`src/rtl/sxi_pkg.sv`:
```
package sxi_pkg;
    localparam int ADDR_W = 3;
    localparam int DATA_W = 8;
    localparam int SRC_N  = 5;

    localparam logic [ADDR_W-1:0] A_MODE = 3'd0;
    localparam logic [ADDR_W-1:0] A_IEN  = 3'd1;
    localparam logic [ADDR_W-1:0] A_STAT = 3'd2;
    localparam logic [ADDR_W-1:0] A_IVAL = 3'd3;
    localparam logic [ADDR_W-1:0] A_TCTL = 3'd4;

    localparam int S_RXH = 0;
    localparam int S_TXH = 1;
    localparam int S_TXE = 2;
    localparam int S_CHR = 3;
    localparam int S_TMR = 4;

    localparam int M_LVL  = 4;
    localparam int M_FLOW = 3;

    typedef enum logic [1:0] {TM_OFF, TM_RUN, TM_DONE} tmr_st_t;
    typedef enum logic [1:0] {IO_LOW, IO_LEVEL, IO_PULSE, IO_WAIT} irq_st_t;
endpackage

```
`src/rtl/sxi_regs.sv`:
```
module sxi_regs
    import sxi_pkg::*;
#(
    parameter int IW = 8
) (
    input  logic              clk,
    input  logic              rst_n,
    input  logic              wr,
    input  logic [ADDR_W-1:0] addr,
    input  logic [DATA_W-1:0] wdata,
    output logic              mode_lvl,
    output logic              mode_flow,
    output logic [SRC_N-1:0]  ien,
    output logic [IW-1:0]     ival,
    output logic              tctl_set,
    output logic              tctl_clr
);
    always_ff @(posedge clk or negedge rst_n) begin
        if (!rst_n) begin
            mode_lvl  <= 1'b0;
            mode_flow <= 1'b0;
            ien       <= '0;
            ival      <= '0;
        end else if (wr) begin
            if (addr == A_MODE) begin
                mode_lvl  <= wdata[M_LVL];
                mode_flow <= wdata[M_FLOW];
            end
            if (addr == A_IEN)  ien  <= wdata[SRC_N-1:0];
            if (addr == A_IVAL) ival <= wdata[IW-1:0];
        end
    end

    assign tctl_set = wr && (addr == A_TCTL) &&  wdata[0];
    assign tctl_clr = wr && (addr == A_TCTL) && !wdata[0];
endmodule

```
`src/rtl/sxi_timer.sv`:
```
module sxi_timer
    import sxi_pkg::*;
#(
    parameter int PRESCALE = 40000,
    parameter int IW       = 8
) (
    input  logic          clk,
    input  logic          rst_n,
    input  logic          en_set,
    input  logic          en_clr,
    input  logic [IW-1:0] ival,
    output logic          fired,
    output logic          active
);
    localparam int PW = (PRESCALE > 1) ? $clog2(PRESCALE) : 1;
    localparam logic [PW-1:0] PRE_LAST = PW'(PRESCALE - 1);

    tmr_st_t       st_q, st_d;
    logic [PW-1:0] pre_q;
    logic [IW:0]   tick_q;
    logic          tick, done_now;

    assign tick     = (pre_q == PRE_LAST);
    assign done_now = tick && (ival != '0) && ((tick_q + 1'b1) >= {1'b0, ival});

    always_comb begin
        st_d = st_q;
        unique case (st_q)
            TM_OFF:  if (en_set) st_d = TM_RUN;
            TM_RUN:  if (en_clr) st_d = TM_OFF;
                     else if (done_now) st_d = TM_DONE;
            TM_DONE: if (en_clr) st_d = TM_OFF;
            default: st_d = TM_OFF;
        endcase
    end

    always_ff @(posedge clk or negedge rst_n) begin
        if (!rst_n) st_q <= TM_OFF;
        else        st_q <= st_d;
    end

    always_ff @(posedge clk or negedge rst_n) begin
        if (!rst_n) begin
            pre_q  <= '0;
            tick_q <= '0;
        end else if (st_q != TM_RUN) begin
            pre_q  <= '0;
            tick_q <= '0;
        end else if (tick) begin
            pre_q  <= '0;
            tick_q <= tick_q + 1'b1;
        end else begin
            pre_q  <= pre_q + 1'b1;
        end
    end

    always_comb begin
        fired  = (st_q == TM_DONE);
        active = (st_q != TM_OFF);
    end
endmodule

```
`src/rtl/sxi_src.sv`:
```
module sxi_src
    import sxi_pkg::*;
(
    input  logic             clk,
    input  logic             rst_n,
    input  logic             tx_empty,
    input  logic             tx_half,
    input  logic             rx_half,
    input  logic             char_to,
    input  logic             rx_rd,
    input  logic             tx_wr,
    input  logic             stat_rd,
    input  logic             tmr_fired,
    input  logic [SRC_N-1:0] ien,
    input  logic             uart_ls,
    input  logic             uart_ms,
    output logic [SRC_N-1:0] pend,
    output logic             any_req
);
    logic txe_prev, txh_prev;
    logic txe_q, txh_q, chr_q;
    logic txe_set, txh_set, txh_rise;

    assign txe_set  =  tx_empty && !txe_prev;
    assign txh_set  = !tx_half  &&  txh_prev;
    assign txh_rise =  tx_half  && !txh_prev;

    always_ff @(posedge clk or negedge rst_n) begin
        if (!rst_n) begin
            txe_prev <= 1'b0;
            txh_prev <= 1'b0;
            txe_q    <= 1'b0;
            txh_q    <= 1'b0;
            chr_q    <= 1'b0;
        end else begin
            txe_prev <= tx_empty;
            txh_prev <= tx_half;
            txe_q    <= txe_set || (txe_q && !(tx_wr || stat_rd));
            txh_q    <= txh_set || (txh_q && !(txh_rise || stat_rd));
            chr_q    <= char_to || (chr_q && !(rx_rd || stat_rd));
        end
    end

    always_comb begin
        pend        = '0;
        pend[S_RXH] = rx_half;
        pend[S_TXH] = txh_q;
        pend[S_TXE] = txe_q;
        pend[S_CHR] = chr_q;
        pend[S_TMR] = tmr_fired;
        any_req     = (|(pend & ien)) || uart_ls || uart_ms;
    end
endmodule

```
`src/rtl/sxi_out.sv`:
```
module sxi_out
    import sxi_pkg::*;
(
    input  logic clk,
    input  logic rst_n,
    input  logic lvl,
    input  logic req,
    output logic irq
);
    irq_st_t st_q, st_d;

    always_comb begin
        st_d = st_q;
        unique case (st_q)
            IO_LOW:   if (req) st_d = lvl ? IO_LEVEL : IO_PULSE;
            IO_LEVEL: if (!req) st_d = IO_LOW;
                      else if (!lvl) st_d = IO_WAIT;
            IO_PULSE: if (!req) st_d = IO_LOW;
                      else st_d = lvl ? IO_LEVEL : IO_WAIT;
            IO_WAIT:  if (!req) st_d = IO_LOW;
                      else if (lvl) st_d = IO_LEVEL;
            default:  st_d = IO_LOW;
        endcase
    end

    always_ff @(posedge clk or negedge rst_n) begin
        if (!rst_n) st_q <= IO_LOW;
        else        st_q <= st_d;
    end

    always_comb begin
        irq = (st_q == IO_LEVEL) || (st_q == IO_PULSE);
    end
endmodule

```
`src/rtl/sxi_irq_ctrl.sv`:
```
module sxi_irq_ctrl
    import sxi_pkg::*;
#(
    parameter int PRESCALE = 40000,
    parameter int IW       = 8
) (
    input  logic              clk,
    input  logic              rst_n,
    input  logic              reg_wr,
    input  logic              reg_rd,
    input  logic [ADDR_W-1:0] reg_addr,
    input  logic [DATA_W-1:0] reg_wdata,
    output logic [DATA_W-1:0] reg_rdata,
    input  logic              tx_empty,
    input  logic              tx_half,
    input  logic              tx_full,
    input  logic              rx_empty,
    input  logic              rx_half,
    input  logic              rx_full,
    input  logic              char_to,
    input  logic              rx_fifo_rd,
    input  logic              tx_fifo_wr,
    input  logic              uart_ls_irq,
    input  logic              uart_ms_irq,
    output logic              flow_auto,
    output logic              irq
);
    logic             mode_lvl, tctl_set, tctl_clr, tmr_fired, tmr_active;
    logic             stat_rd, any_req;
    logic [SRC_N-1:0] ien, src_pend;
    logic [IW-1:0]    ival;

    assign stat_rd = reg_rd && (reg_addr == A_STAT);

    sxi_regs #(.IW(IW)) u_regs (
        .clk(clk), .rst_n(rst_n), .wr(reg_wr), .addr(reg_addr), .wdata(reg_wdata),
        .mode_lvl(mode_lvl), .mode_flow(flow_auto), .ien(ien), .ival(ival),
        .tctl_set(tctl_set), .tctl_clr(tctl_clr)
    );

    sxi_timer #(.PRESCALE(PRESCALE), .IW(IW)) u_tmr (
        .clk(clk), .rst_n(rst_n), .en_set(tctl_set), .en_clr(tctl_clr), .ival(ival),
        .fired(tmr_fired), .active(tmr_active)
    );

    sxi_src u_src (
        .clk(clk), .rst_n(rst_n), .tx_empty(tx_empty), .tx_half(tx_half),
        .rx_half(rx_half), .char_to(char_to), .rx_rd(rx_fifo_rd), .tx_wr(tx_fifo_wr),
        .stat_rd(stat_rd), .tmr_fired(tmr_fired), .ien(ien), .uart_ls(uart_ls_irq),
        .uart_ms(uart_ms_irq), .pend(src_pend), .any_req(any_req)
    );

    sxi_out u_out (
        .clk(clk), .rst_n(rst_n), .lvl(mode_lvl), .req(any_req), .irq(irq)
    );

    always_comb begin
        reg_rdata = '0;
        unique case (reg_addr)
            A_MODE: begin
                reg_rdata[M_LVL]  = mode_lvl;
                reg_rdata[M_FLOW] = flow_auto;
            end
            A_IEN:  reg_rdata[SRC_N-1:0] = ien;
            A_STAT: reg_rdata = {src_pend[S_TMR], src_pend[S_CHR], rx_full, rx_half,
                                 rx_empty, tx_full, tx_half, tx_empty};
            A_IVAL: reg_rdata[IW-1:0] = ival;
            A_TCTL: reg_rdata[0] = tmr_active;
            default: reg_rdata = '0;
        endcase
    end
endmodule

```
`config.mk`:
```
export PLATFORM = sky130hd
export DESIGN_NAME = sxi_irq_ctrl
export DESIGN_NICKNAME = d
export VERILOG_FILES = /design/src/rtl/sxi_pkg.sv /design/src/rtl/sxi_regs.sv /design/src/rtl/sxi_timer.sv /design/src/rtl/sxi_src.sv /design/src/rtl/sxi_out.sv /design/src/rtl/sxi_irq_ctrl.sv
export SDC_FILE = /design/constraint.sdc
export NUM_CORES = 1
export LEC_CHECK = 0
export CAP_MARGIN = 40
export CORE_ASPECT_RATIO = 1.4
export CORE_MARGIN = 2
export CORE_UTILIZATION = 45
export DETAILED_ROUTE_END_ITERATION = 10
export PLACE_DENSITY = 0.64
export SETUP_SLACK_MARGIN = 0.5
export SYNTH_ARGS = -nofsm -noshare
export SYNTH_HDL_FRONTEND = slang
export SYNTH_HIERARCHICAL = 1
export SYNTH_SLANG_ARGS = --single-unit
export TNS_END_PERCENT = 30
```
`constraint.sdc`:
```
create_clock -name clk -period 2.6 [get_ports clk]
set_input_delay 0.78 -clock clk [delete_from_list [all_inputs] [get_ports clk]]
set_output_delay 0.78 -clock clk [all_outputs]
set_load 0.01 [all_outputs]
```
==> metrics.txt, run 1 <==
RSZ-0062 raised after global routing yes; final hold viol count 0; Worst Path Class, Setup input port to primary output; Core Box Area 6480 um2; Post-Syn Nets 320; leakage power total 1.80 nW; first-pass GRT wire length 11,100 um; hold_buf cts 0; antenna violations before repair 0; Placed Cells 398; Area Overhead vs Synth 27.6%; CP Data Required Time 1.82 ns; Yosys Warn Count 6; Clock Skew 0.00565 ns; Tot Pwr 0.00207 W; CTS Buf Count 5; total wire length 6850 um; die area 7300 um2; detailed placer's ending HPWL 5040 um; placer congestion estimate 0.846; WP data arrival 1.66 ns; Post-Place Worst Slack -0.710 ns; NetSw 0.000637 W; Remaining DRCs 0; worst skew pair latency 0.30 ns; Sw Share 0.308; r2r startpoint u_tmr/tick_q[1]; Vias per Instance 5.35; FILL cells 577; fin util 0.586; register share of total power 0.461; cell area after synthesis 2980 um2; I/O pin total 36; r2r endpoint u_tmr/st_q[1]; fmax 409 MHz; H-tree lvl count 2; CTS Buffer Depth 2; PortBufs 35; Final nets 389; Routed Antenna Nets 0; Worst Setup Start Kind input port; Initial Util 0.460; crit path capture reg_rdata[2]; Setup WS post-layout 0.157 ns; Power Density 545 nW/um2; internal reg-to-reg setup slack 0.33 ns; final max-slew violation count 0; Initial DRC Count 149; Worst Tran Pin Value 0.586 ns; Crit Path Max Fanout 1; crit path time final 2.44 ns; drt first pass iters 6; Rows 35; final worst path period share 0.940; Worst Hold Class input port to asynchronous set/reset pin; crit-path max cell delay 0.46 ns; fraction of layout cells with a size suffix above 1 0.287; Vias 2,259; CTS tree built; setup_tns 0 ns; antenna fix cells 0; worst-path cell chain clkdlybuf4s50_1, mux2i_1, a211oi_2, buf_2; Setup violations, final 0; die width 72.8 um; Syn Inst Count 279; critical path's slowest cell clkdlybuf4s50_1; GRT Total Usage 0.195; most frequent cells in the layout 49 x dfrtp_1, 34 x nor2_1, 28 x buf_4; vias in the first global route 2,343; Slew Limit Headroom 0.610; R2R depth 10; clock-pin slew on the worst setup and hold paths 0.08 ns; largest net degree at the start of global routing 28; worst setup path startpoint tx_full; Comb pwr share 0.324; syn_area_per_cell 10.7 um2; GRT overflow 0; Cell Count, Final, Fillers Out 422; clock share of power 0.216; worst vdd ir 0.340 mV; Die Y 100 um; CTS root buffer clkbuf_8; # clock sinks 49; maxcap violations 0; drt wl/cell 16.2 um; internal power 0.00143 W; commonest non-fill, non-tap cell in the layout dfrtp_1; status finished clean; Critical Path Sink Type primary output
## critical path: cells and delay by family
family                 cells  cell delay (ns)
buffers and inverters      2             0.62
AOI/OAI and AO/OA          1             0.18
muxes                      1             0.08
## per-stage QoR
| stage | area (um2) | hold slack (ns) |
|---|---|---|
| after detailed placement | 3540 | 0.441 |
| final | 3800 | 0.447 |
| after global routing | 3800 | 0.464 |
| after floorplan | 3010 | 0.412 |
| after global placement | 3540 | 0.427 |
| after CTS | 3710 | 0.454 |
## state kept, by name, indices dropped and copies added, names as in the netlist, 2 cells and up
signal	cells
u_regs/ival	8
u_tmr/st_q	2
u_tmr/pre_q	16
u_out/st_q	2
u_tmr/tick_q	9
u_regs/ien	5
## layer usage
| layer | part of all wire | GRT usage | vias to the layer above |
|---|---|---|---|
| li1 | - | - | 1120 |
| met1 | 0.41 | 0.225 | 1088 |
| met2 | 0.54 | 0.361 | 41 |
| met3 | 0.030 | 0.0291 | 10 |
| met4 | 0.020 | 0.0655 | 0 |
| met5 | 0 | 0 | - |
## layout make-up
cell class                 instances  area (um2)  share of cell area
timing repair buffer              70         607               0.160
clock buffer                       7        86.3              0.0227
inverter                          15        56.3              0.0148
sequential                        49        1230               0.323
tap                               74        92.6              0.0244
multi-input combinational        207        1730               0.456
## power groups by stage
stage / Sequential, W / Clock, W / Combinational [W]
floorplan: 0.000936 / 0 / 0.000417
global placement: 0.000973 / 0 / 0.000615
detailed placement: 0.000976 / 0 / 0.000632
CTS: 0.000960 / 0.000468 / 0.000649
global route: 0.000969 / 0.000499 / 0.000743
finish: 0.000955 / 0.000447 / 0.000671
## repair_timing
item | 4_1_cts | 5_1_grt
gates resized for setup | 65 | 8
pin swaps | 4 | 5
endpoints found under the setup margin | 21 | 13
setup buffers | 11 | 6
## how the worst min path moves through the flow
stage              startpoint             end  cells after the start
3_5_place_dp   u_src/txe_prev     u_src/txe_q                      1
2_1_floorplan  u_src/txe_prev     u_src/txe_q                      1
3_3_place_gp   u_src/txe_prev     u_src/txe_q                      1
6_report                rst_n  u_src/txh_prev                      1
4_1_cts        u_src/txe_prev     u_src/txe_q                      1
5_1_grt        u_src/txe_prev     u_src/txe_q                      1
Note: power is estimated with default switching activity, not from simulation.
==> run 2, diff against run 1 <==
SYNTH_HIERARCHICAL = default   (was 1)
==> run 2 against run 1 <==
Net effect: clock skew grew 0.0039 ns; count of clock-buffer cells in the layout is the same; largest cell class unchanged; routed wire length shrank 12%; synthesized area shrank 4.8%; utilization shrank 0.66 points; register-to-register slack lost 0.06 ns; total power shrank 3.6%; via count shrank 4.3%; worst setup slack gained 0.054 ns; die area shrank 4.6%; cell area shrank 5.9%; clock power is essentially flat.
==> metrics.txt, run 2 <==
crit path time final 2.39 ns (-0.0535 ns); worst skew pair latency 0.30 ns (about the same); antenna fix cells 0 (unchanged); first-pass GRT wire length 10,100 um (-8.5%); fraction of layout cells with a size suffix above 1 0.252 (-0.0352); cell area after synthesis 2840 um2 (-4.8%); Yosys Warn Count 0 (-6); Post-synth top flop dfrtp_1; die width 71.1 um (-2.3%); Clock Skew 0.00953 ns (+0.00388 ns); hold_ws 0.429 ns (-0.0175 ns); vias in the first global route 2,242 (-4.3%); sequential cell area fraction in the yosys report 0.432; Core Box Area 6170 um2 (-4.8%); Worst Tran Pin Value 0.609 ns (+0.0235 ns); crit-path max cell delay 0.17 ns (-0.29 ns); Async SR Flop Fraction 1.00; Routed Antenna Nets 0 (unchanged); Final nets 382 (-1.8%); Post-synth EDFFs 0; Slew Limit Headroom 0.594 (-0.0157); CP delay by family, top buffers and inverters; # clock sinks 49 (unchanged); Cell Area, Placed 3320 um2 (-6.2%); Placed Cells 394 (-1.0%); detailed placer's ending HPWL 4440 um (-12%); Syn Inst Count 283 (+1.4%); final worst path period share 0.919 (-0.0206); most frequent CP cell buf_8; Crit Path Max Fanout 8 (+7); die area 6960 um2 (-4.6%); Power Density 558 nW/um2 (+2.4%); GRT overflow 0 (unchanged); clock-pin slew on the worst setup and hold paths 0.09 ns (about the same); CTS tree built; placer congestion estimate 0.809 (-4.3%); Vias per Instance 5.23 (-2.2%); I/O pin total 36 (unchanged); fmax 419 MHz (+2.2%); drt first pass iters 4 (-2); GRT Total Usage 0.183 (-0.0127); CTS root buffer clkbuf_8; worst vdd ir 0.342 mV (+0.70%); status finished clean; Synth area leader dfrtp_1; worst path bufs/invs 4 (+2); Reg with most FFs u_tmr.pre_q; RSZ-0062 raised after global routing yes; Initial Util 0.460 (about the same); WP data arrival 1.61 ns (-0.05 ns); syn_area_per_cell 10.0 um2 (-6.2%); Final Cell Area 3580 um2 (-5.9%); maxcap violations 0 (unchanged); synth top area cells dfrtp_1 43%, ha_1 6.6%, mux2_2 6.0%; CTS Buffer Depth 2 (unchanged); largest net degree at the start of global routing 50 (+79%); Top Registers u_tmr.pre_q: 16 flops, u_tmr.tick_q: 9 flops, u_regs.ival: 8 flops; number of flip-flops in the largest register 16 (unchanged); FILL cells 560 (-2.9%); Tot Pwr 0.00200 W (-3.6%); internal reg-to-reg setup slack 0.27 ns (-0.06 ns); Die Y 97.9 um (-2.3%); Synth cell types 52; Worst Path Class, Setup input port to primary output; Cell Count, Final, Fillers Out 413 (-2.1%); commonest non-fill, non-tap cell in the layout dfrtp_1; PortBufs 35 (unchanged); FF+latch count, synth 49; H-tree lvl count 2 (unchanged); most frequent cells in the layout 48 x dfrtp_1, 40 x nor2_1, 19 x buf_4; most common cell in the netlist dfrtp_1; Vias 2,162 (-4.3%); worst-path cell chain buf_8, buf_8, buf_6, nand2_4, o21ai_2, a22oi_2, nor2_1, buf_2; Critical Path Sink Type primary output; antenna violations before repair 0 (unchanged); Initial DRC Count 79 (-47%); Setup violations, final 0 (unchanged); Post-Syn Nets 324 (+1.3%); Worst Hold Class flop to flop; Worst Setup Start Kind input port; critical path's slowest cell a22oi_2; final hold viol count 0 (unchanged); CP Data Required Time 1.82 ns (about the same); Rows 34 (-2.9%); drt wl/cell 14.7 um (-9.7%); final max-slew violation count 0 (unchanged); area share of the largest cell type after synthesis 0.432; CTS Buf Count 5 (unchanged); Area Overhead vs Synth 26.1%; leakage power total 1.62 nW (-10%); most frequent cells after synthesis 49 x dfrtp_1, 41 x nor2_1, 19 x xnor2_1; total wire length 6050 um (-12%); Remaining DRCs 0 (unchanged)
[run 2: cells by family after synthesis]
kind of cell,after synthesis,share of synthesized area
simple gates,112,0.208
xor+xnor,29,0.0896
mux,20,0.0861
compound gates,32,0.0781
buf+inv,26,0.0393
fa+ha+maj,15,0.0662
flops,49,0.432
[run 2: final timing paths]
kind / start / endpoint / depth (start not counted)
min reg2reg: u_src.txe_prev / u_src.txe_q / 1
max in group asynchronous: rst_n / u_tmr.tick_q[0] / 2
min in group asynchronous: rst_n / u_src.txh_prev / 2
max reg2reg: u_tmr.tick_q[1] / u_tmr.st_q[1] / 10
max: reg_addr[0] / reg_rdata[1] / 8
min: u_src.txe_prev / u_src.txe_q / 1
[run 2: layout make-up]
class | instances | area, um2 | share of cell area
tap | 72 | 90.1 | 0.0252
clock buffer | 7 | 86.3 | 0.0241
timing repair buffer | 60 | 499 | 0.140
inverter | 17 | 63.8 | 0.0178
multi-input combinational | 208 | 1610 | 0.450
sequential | 49 | 1230 | 0.343
[run 2: power breakdown]
| part | switching, W | internal, W |
|---|---|---|
| logic | 0.000279 | 0.000308 |
| clock network | 0.000235 | 0.000211 |
| registers | 0.000105 | 0.000859 |
[run 2: routing by layer]
metal,track usage,vias to the layer above,share of wire
met5,0,-,0
met4,0.0697,0,0.020
met3,0.0268,8,0.025
met2,0.343,28,0.55
met1,0.203,1034,0.41
li1,-,1092,-
[run 2: worst register-to-register path, stage by stage, from the launching register on]
cell and delay (ns):
dfrtp_1 0.39, ha_4 0.15, and3_4 0.21, nand3_4 0.09, xnor2_2 0.15, ha_1 0.34, a211oi_2 0.25, o211ai_1 0.13
o221ai_1 0.22, a311o_1 0.22, a21oi_1 0.07
[run 2: stage by stage]
stage,util,setup WS (ns),setup TNS (ns)
after floorplan,-,0.279,0
after global placement,0.539,-0.714,-5.12
after detailed placement,0.539,-0.722,-5.22
after CTS,0.560,0.209,0
after global routing,0.580,0.111,0
final,0.580,0.211,0
[run 2: what timing repair did]
| item | in CTS | in global routing |
|---|---|---|
| setup endpoints to repair | 23 | 27 |
| hold buffers | 0 | 0 |
| pin swaps | 8 | 13 |
| resized for setup | 71 | 18 |
| setup buffers | 4 | 7 |
| gates cloned | 1 | 0 |
==> run 3, diff against run 2 <==
ABC_AREA = 1   (was default)
CORE_UTILIZATION = 42   (was 45)
PLACE_DENSITY = 0.6   (was 0.64)
==> run 3 against run 2 <==
Net effect: synthesized area rose by 5.1%; die area increased by 12%; clock power is 27% higher; fmax increased by 1.8%; register-to-register slack gained 0.26 ns; final cell count grew 31%; hold slack got worse by 0.00091 ns; utilization shrank 2.5 points; sequential power fell by 4.6%; largest cell class unchanged; largest power group unchanged.
==> metrics.txt, run 3 <==
Die Y 104 um (+5.9%); Post-synth EDFFs 0 (unchanged); GRT Total Usage 0.199 (+0.0161); Syn Inst Count 391 (+38%); Placed Cells 529 (+34%); largest net degree at the start of global routing 30 (-40%); die width 75.2 um (+5.8%); I/O pin total 36 (unchanged); worst path bufs/invs 4 (unchanged); crit path time final 2.35 ns (-0.0426 ns); Initial Util 0.429 (-0.0302); number of flip-flops in the largest register 16 (unchanged); met2 Use GR 0.351 (+0.00796); synth top area cells dfrtp_1 41%, nand2_1 12%, inv_1 7.9%; final worst path period share 0.903 (-0.0164); Post-Place Worst Slack -0.656 ns (+0.0658 ns); Setup violations, final 0 (unchanged); FF+latch count, synth 49 (unchanged); Area Overhead vs Synth 29.2%; final hold viol count 0 (unchanged); CTS Buffer Depth 2 (unchanged); Yosys Warn Count 0 (unchanged); commonest non-fill, non-tap cell in the layout nand2_1; critical path's slowest cell a221oi_4; WP data arrival 1.57 ns (-0.04 ns); drt first pass iters 4 (unchanged); Vias per Instance 5.01 (-4.2%); detailed placer's ending HPWL 5580 um (+26%); status finished clean; Worst Path Class, Setup input port to primary output; Final Cell Area 3850 um2 (+7.7%); antenna fix cells 0 (unchanged); maxcap violations 0 (unchanged); Worst Setup Start Kind input port; Power Density 531 nW/um2 (-4.9%); Slew Limit Headroom 0.652 (+0.0577); fraction of layout cells with a size suffix above 1 0.210 (-0.0424); antenna violations before repair 0 (unchanged); RSZ-0062 raised after global routing yes; Routed Antenna Nets 0 (unchanged); Post-Syn Nets 432 (+33%); sequential cell area fraction in the yosys report 0.412 (-0.0209); CP Data Required Time 1.82 ns (about the same); Setup WS post-layout 0.253 ns (+0.0426 ns); syn_area_per_cell 7.62 um2 (-24%); Cell Area, Placed 3510 um2 (+5.7%); most frequent cells after synthesis 99 x nand2_1, 63 x inv_1, 49 x dfrtp_1; Critical Path Sink Type primary output; Worst Tran Pin Value 0.521 ns (-0.0878 ns); clock-pin slew on the worst setup and hold paths 0.09 ns (about the same); Crit Path Max Fanout 3 (-5); CP delay by family, top buffers and inverters; Rows 36 (+5.9%); leakage power total 1.86 nW (+15%); PortBufs 35 (unchanged); crit-path max cell delay 0.22 ns (+0.05 ns); hold_ws 0.428 ns (-0.000914 ns); Worst Hold Class flop to flop; # clock sinks 49 (unchanged); die area 7790 um2 (+12%); Post-synth top flop dfrtp_1; fmax 426 MHz (+1.8%); worst skew pair latency 0.30 ns (about the same); Top Registers u_tmr.pre_q: 16 flops, u_tmr.tick_q: 9 flops, u_regs.ival: 8 flops; GRT overflow 0 (unchanged); vias in the first global route 2,642 (+18%); M3 GR Usage 0.0282 (+0.00138); cell area after synthesis 2980 um2 (+5.1%); Remaining DRCs 0 (unchanged); Reg with most FFs u_tmr.pre_q; most common cell in the netlist nand2_1; gr busiest metal met2; worst-path cell chain buf_8, inv_8, nor3_4, buf_6, a221oi_4, o21ai_1, buf_2; Synth cell types 33 (-37%); Core Box Area 6940 um2 (+12%); worst vdd ir 0.285 mV (-17%); H-tree lvl count 2 (unchanged); total wire length 7350 um (+21%); most frequent cells in the layout 93 x nand2_1, 57 x inv_1, 47 x dfrtp_1; drt wl/cell 13.5 um (-7.7%); area share of the largest cell type after synthesis 0.412 (-0.0209); Async SR Flop Fraction 1.00 (unchanged); first-pass GRT wire length 12,300 um (+21%); final max-slew violation count 0 (unchanged); hold_buf cts 0 (unchanged); CTS tree built; placer congestion estimate 0.866 (+7.0%); Clock Skew 0.00812 ns (-0.00141 ns); fin util 0.555 (-0.0247); Cell Count, Final, Fillers Out 543 (+31%); CTS root buffer clkbuf_8; CTS Buf Count 5 (unchanged); Synth area leader dfrtp_1; Final nets 488 (+28%); Initial DRC Count 177 (+120%); met1 Resource Use GR 0.248 (+0.0451); Vias 2,722 (+26%)
run 3: cell types whose count changed in the layout (fill, tap and decap cells not counted), sizes merged, moves of 10 or more:
cell   previous run  this run
inv              17        68
nand3            10        31
nand2            15       103
mux2             15         0
xnor2            19         1
buf              38        28
o21ai             6        26
run 3: metrics by stage:
| stage | total power (W) | TNS (ns) |
|---|---|---|
| finish | 0.00205 | 0 |
| floorplan | 0.00125 | 0 |
| global route | 0.00220 | 0 |
| CTS | 0.00204 | 0 |
| detailed placement | 0.00148 | -4.84 |
| global placement | 0.00147 | -4.46 |
run 3: routing by layer:
| layer | share of wire | wire length [um] | vias to the layer above |
|---|---|---|---|
| met2 | 0.53 | 3920 | 69 |
| li1 | - | - | 1373 |
| met1 | 0.41 | 3010 | 1268 |
| met3 | 0.037 | 275 | 12 |
| met5 | 0 | 0 | - |
| met4 | 0.019 | 136 | 0 |
run 3: worst paths after layout:
kind	startpoint	end	slack (ns)	depth (start not counted)
worst max-delay path	reg_addr[0]	reg_rdata[0]	0.25	7
worst min-delay path	u_src.txe_prev	u_src.txe_q	0.43	1
worst max register to register	u_tmr.tick_q[1]	u_tmr.st_q[0]	0.53	15
worst min register to register	u_src.txe_prev	u_src.txe_q	0.43	1
max in group asynchronous	rst_n	u_regs.ien[0]	1.62	2
min in group asynchronous	rst_n	u_tmr.pre_q[9]	0.44	1
run 3: kinds of logic (layout without fill, tap and decap cells):
group                      after synthesis  after routing  synth area share
AOI/OAI and AO/OA                       53             53             0.102
xor gates and xnor gates                 8              8            0.0235
adders and majority gates               15             15            0.0630
buffers and inverters                   71            128            0.0928
DFF                                     49             49             0.412
and+or+nand+nor                        195            195             0.307
run 3: worst register-to-register path: stages (launching register included):
cell	delay, ns
dfrtp_1	0.42
ha_2	0.23
nand3_4	0.12
xor2_4	0.19
inv_2	0.07
ha_4	0.28
nand2_4	0.05
nor2_4	0.09
buf_4	0.11
nand4_1	0.06
nand2_1	0.07
nor2_1	0.04
nand2_2	0.08
nand2_1	0.05
nand2_1	0.05
nand2_1	0.05
run 3: final cells by class:
type | instances | area, um2
timing repair buffer | 51 | 460
clock inverter | 1 | 30.0
sequential | 49 | 1230
multi-input combinational | 271 | 1650
inverter | 69 | 278
fill | 691 | 3090
tap | 95 | 119
clock buffer | 7 | 86.3
run 3: power breakdown:
part | internal [W] | leakage [nW] | switching (W)
Clock | 0.000314 | 0.0585 | 0.000253
Combinational | 0.000228 | 1.17 | 0.000330
Sequential | 0.000844 | 0.635 | 0.0000769
run 3: timing repair:
action / in CTS / in global routing
pin swaps: 6 / 14
resized for setup: 75 / 36
setup buffers: 1 / 5
endpoints found under the setup margin: 11 / 12
